### src/rtl/xoe_pkg.sv
`timescale 1ns/1ps
package xoe_pkg;
  // True when the current count is the last edge of the allowed window.
  function automatic logic is_final_edge(input int unsigned cnt, input int unsigned limit);
    return cnt == limit - 1;
  endfunction
endpackage

### src/rtl/xoe_edge_counter.sv
`timescale 1ns/1ps
module xoe_edge_counter #(
  parameter int unsigned EDGES = 4
) (
  input  logic clk,
  input  logic rst_n,
  input  logic run,
  output logic last_edge
);
  localparam int unsigned CW = $clog2(EDGES + 1);
  logic [CW-1:0] cnt_q;

  assign last_edge = run && xoe_pkg::is_final_edge(32'(cnt_q), EDGES);

  always_ff @(posedge clk or negedge rst_n) begin
    if (!rst_n)          cnt_q <= '0;
    else if (!run)       cnt_q <= '0;
    else if (last_edge)  cnt_q <= '0;
    else                 cnt_q <= cnt_q + CW'(1);
  end
endmodule

### src/rtl/xoe_cycle_ctrl.sv
`timescale 1ns/1ps
module xoe_cycle_ctrl (
  input  logic clk,
  input  logic rst_n,
  input  logic xfer_n,
  input  logic last_edge,
  output logic armed,
  output logic in_load,
  output logic done
);
  logic busy_q;

  assign in_load = rst_n && !xfer_n && armed;

  always_ff @(posedge clk or negedge rst_n) begin
    if (!rst_n) begin
      armed  <= 1'b1;
      busy_q <= 1'b0;
      done   <= 1'b0;
    end else begin
      if (xfer_n)                      armed <= 1'b1;
      else if (in_load && last_edge)   armed <= 1'b0;
      busy_q <= in_load && !last_edge;
      done   <= (in_load && last_edge) || (busy_q && xfer_n);
    end
  end
endmodule

### src/rtl/xoe_strobe_mux.sv
`timescale 1ns/1ps
module xoe_strobe_mux (
  input  logic rst_n,
  input  logic xfer_n,
  input  logic in_load,
  input  logic win_n,
  output logic dtoe_n
);
  always_comb begin
    if (!rst_n)       dtoe_n = 1'b1;
    else if (in_load) dtoe_n = 1'b0;
    else if (xfer_n)  dtoe_n = win_n;
    else              dtoe_n = 1'b1;
  end
endmodule

### src/rtl/xfer_oe_ctrl.sv
`timescale 1ns/1ps
module xfer_oe_ctrl #(
  parameter int unsigned EDGES = 4
) (
  input  logic clk,
  input  logic rst_n,
  input  logic xfer_n,
  input  logic win_n,
  output logic dtoe_n,
  output logic done
);
  logic load_run;
  logic load_last;
  logic load_armed;

  xoe_edge_counter #(.EDGES(EDGES)) u_cnt (
    .clk(clk), .rst_n(rst_n), .run(load_run), .last_edge(load_last)
  );

  xoe_cycle_ctrl u_ctrl (
    .clk(clk), .rst_n(rst_n), .xfer_n(xfer_n), .last_edge(load_last),
    .armed(load_armed), .in_load(load_run), .done(done)
  );

  xoe_strobe_mux u_mux (
    .rst_n(rst_n), .xfer_n(xfer_n), .in_load(load_run), .win_n(win_n),
    .dtoe_n(dtoe_n)
  );
endmodule

### config.mk
export PLATFORM = sky130hd
export DESIGN_NAME = xfer_oe_ctrl
export DESIGN_NICKNAME = d
export VERILOG_FILES = /design/src/rtl/xoe_pkg.sv /design/src/rtl/xoe_edge_counter.sv /design/src/rtl/xoe_cycle_ctrl.sv /design/src/rtl/xoe_strobe_mux.sv /design/src/rtl/xfer_oe_ctrl.sv
export SDC_FILE = /design/constraint.sdc
export NUM_CORES = 1
export LEC_CHECK = 0
export ABC_AREA = 0
export CORE_AREA = 2 2 39 41
export CTS_CLUSTER_DIAMETER = 40
export DETAILED_ROUTE_END_ITERATION = 10
export DIE_AREA = 0 0 41 43
export GPL_TIMING_DRIVEN = 0
export PLACE_DENSITY = 0.41
export SLEW_MARGIN = 15
export SYNTH_ARGS = -nofsm -noshare
export SYNTH_HDL_FRONTEND = slang
export SYNTH_SLANG_ARGS = --single-unit
### constraint.sdc
create_clock -name clk -period 3.2 [get_ports clk]
set_input_delay 0.96 -clock clk [delete_from_list [all_inputs] [get_ports clk]]
set_output_delay 0.96 -clock clk [all_outputs]
set_load 0.05 [all_outputs]
==> results.sh <==
export IMPL_syn2layout_area_growth_pct=32.00
export IMPL_hold_ws_ns=0.4562
export IMPL_pwr_share_seq=0.452
export IMPL_clk_latency_ns=0.25
export IMPL_dieArea_mm2=0.001763
export IMPL_drtPass1Iterations=4
export IMPL_synth_edff_count=0
export IMPL_postSynthCellCount=20
export IMPL_synth_largest_area_cell="dfrtp_1"
export IMPL_cts_max_level=1
export IMPL_synth_simple_area_share=0.3378
export IMPL_cts_buffers=3
export IMPL_synth_top_cells_by_count="dfrtp_1, nor2b_1"
export IMPL_wire_per_inst_um=10.56
export IMPL_cp_num_buf_inv=2
export IMPL_rsz0062_at_grt="false"
export IMPL_post_route_min_period_ns=2.975
export IMPL_synth_adder_area_share=0.04444
export IMPL_placed_cells=41
export IMPL_crit_family="buffers and inverters"
export IMPL_path_class="in2out"
export IMPL_peakVddDrop_uv=267.0
export IMPL_worstHoldEndpoint="u_cnt.cnt_q[0]$_DFF_PN0_"
export IMPL_num_rows=14
export IMPL_ys_dominant_reg_cell="dfrtp_1"
export IMPL_syn_num_nets=25
export IMPL_place_congestion=0.5891
export IMPL_cp_start_kind="input port"
export IMPL_r2r_start="u_cnt.cnt_q[0]$_DFF_PN0_"
export IMPL_critPathSlowestCell="clkdlybuf4s50_1"
export IMPL_layout_drive_gt1_share=0.3103
export IMPL_die_x_um=41
export IMPL_swShare=0.2377
export IMPL_internal_power_w=0.0001347
export IMPL_viasPerCell=4.289
export IMPL_slew_violations=0
export IMPL_ys_ff_latch=6
export IMPL_end_kind="output pin"
export IMPL_synth_compound_area_share=0.08000
export IMPL_fillCellCount=148
export IMPL_switching_power_w=0.00004199
export IMPL_grt_use_total=0.08384
export IMPL_synth_top_family_by_area="simple AND/OR/NAND/NOR gates"
export IMPL_cts_tree="done"
export IMPL_worstReg2RegEnd="u_cnt.cnt_q[1]$_DFF_PN0_"
export IMPL_worst_r2r_cell_count=3
export IMPL_pwr_share_clk=0.435
export IMPL_grt_pass1_vias=198
export IMPL_first_iter_violations=3
export IMPL_grt_pass1_wl_um=897
export IMPL_syn_area_um2=281.5
export IMPL_yosysSeqAreaShare=0.5378
export IMPL_ant_nets=0
export IMPL_synthTopCellsByArea="dfrtp_1, dfstp_2, nor4bb_2"
export IMPL_nets=35
export IMPL_p_leak_nw=0.1575
export IMPL_power_density_mw_per_mm2=475.4
export IMPL_drc=0
export IMPL_max_stage_delay_ns=0.54
export IMPL_worstHoldPathType="reg2reg"
export IMPL_synth_top_area_frac=0.4444
export IMPL_grt_max_degree=11
export IMPL_ys_types=15
export IMPL_min_from="u_cnt.cnt_q[0]$_DFF_PN0_"
export IMPL_wl_um=475
export IMPL_syn_avg_cell_area_um2=14.08
export IMPL_hold_viol=0
export IMPL_cp_arrival_ns=2.01
export IMPL_start_util=0.2034
export IMPL_skew_ns=0.003902
export IMPL_synth_async_reset_ratio=1.000
export IMPL_clockBufferDepth=2
export IMPL_tightestPinTransition_ns=0.4899
export IMPL_period_share=0.9297
export IMPL_fmax_mhz=336.1
export IMPL_regToRegSetupSlack_ns=2.06
export IMPL_yosys_warnings=0
export IMPL_grt_overflow_total=0
export IMPL_fin_cells=45
export IMPL_critPathMaxFanout=5
export IMPL_core_area_mm2=0.001384
export IMPL_crit_chain="clkdlybuf4s50_1 > nor2b_1 > o21ai_0 > clkbuf_2"
export IMPL_io_pins=6
export IMPL_synth_xor_area_share=0
export IMPL_cts_root_buf="clkbuf_4"
export IMPL_clock_sinks=6
export IMPL_synth_most_common_cell="dfrtp_1"
export IMPL_antenna_found_initial=0
export IMPL_critical_path_required_ns=2.24
export IMPL_io_buffer_count=5
export IMPL_pwr_share_comb=0.113
export IMPL_dr_total_vias=193
export IMPL_utilization=0.2685
export IMPL_die_height_um=43
export IMPL_status="finished, final reports clean"
export IMPL_min_path_cells=1
export IMPL_diodes=0
export IMPL_setup_viol=0
export IMPL_slew_headroom=0.6724
export IMPL_clkTransAtPathRegs_ns=0.05
export IMPL_maxCapViolCount=0
export IMPL_synthMuxAreaShare=0
routing by layer:
metal | track usage | routed length [um]
met2 | 0.1031 | 226
met4 | 0.04000 | 0
met3 | 0.07853 | 60
met5 | 0 | 0
met1 | 0.09508 | 187
worst max path at each step:
stage	startpoint	to	slack [ns]	cells after the start
global route	xfer_n	dtoe_n	0.14	4
floorplan	xfer_n	dtoe_n	0.08	2
global placement	rst_n	dtoe_n	-0.36	3
CTS	xfer_n	dtoe_n	0.0007	4
finish	xfer_n	dtoe_n	0.23	4
detailed placement	rst_n	dtoe_n	-0.37	3
area by class of cell:
cell class / count / area, um2 / share of cell area
Sequential cell: 6 / 151.4 / 0.4074
Clock buffer: 4 / 26.28 / 0.07071
Timing Repair Buffer: 5 / 43.79 / 0.1178
Multi-Input combinational cell: 14 / 130.1 / 0.3502
Tap cell: 16 / 20.02 / 0.05387
timing repair:
action | CTS | global route
pin swaps | 0 | 0
hold buffers | 0 | 0
buffers inserted | 0 | 0
resized for setup | 4 | 1
endpoints found under the setup margin | 1 | 1
metrics by stage:
stage / power (W) / TNS (ns) / worst slack, ns / instance area (um2)
floorplan: 0.00009217 / 0 / 0.08399 / 281.5
global placement: 0.0001021 / -0.3585 / -0.3585 / 351.6
detailed placement: 0.0001025 / -0.3706 / -0.3706 / 351.6
CTS: 0.0001804 / 0 / 0.0007263 / 375.4
global route: 0.0001892 / 0 / 0.1368 / 371.6
finish: 0.0001767 / 0 / 0.2251 / 371.6
sequential cells by signal, summed over array words and instances, names as in the netlist:
name / flops
u_cnt.cnt_q: 3
u_ctrl.armed: 1
u_ctrl.busy_q: 1
u_ctrl.done: 1
worst reg2reg max path: stages (launching register included):
cell      delay, ns
dfrtp_1        0.39
ha_1           0.23
nor2b_4        0.15
nor4bb_2       0.28
power by group through the flow:
| stage | registers, W | logic, W | clock network, W |
|---|---|---|---|
| finish | 0.0000798 | 0.0000200 | 0.0000769 |
| global route | 0.0000799 | 0.0000221 | 0.0000871 |
| CTS | 0.0000798 | 0.0000207 | 0.0000800 |
| detailed placement | 0.0000809 | 0.0000216 | 0 |
| global placement | 0.0000809 | 0.0000212 | 0 |
| floorplan | 0.0000827 | 0.00000945 | 0 |
kinds of logic (layout without fill, tap and decap cells):
group,Yosys count,count (layout)
AO/OA/AOI/OAI,3,3
adder cells (fa/ha/maj),1,1
buffers and inverters,0,9
flip-flops,6,6
AND/OR/NAND/NOR,10,10
placed cells by master, fill, tap and decap left out, types with 2 or more instances in the layout:
cell type        instances
nor2b_1                  2
clkbuf_4                 3
dfrtp_1                  5
clkdlybuf4s50_1          3
(Power assumes the default switching activity.)
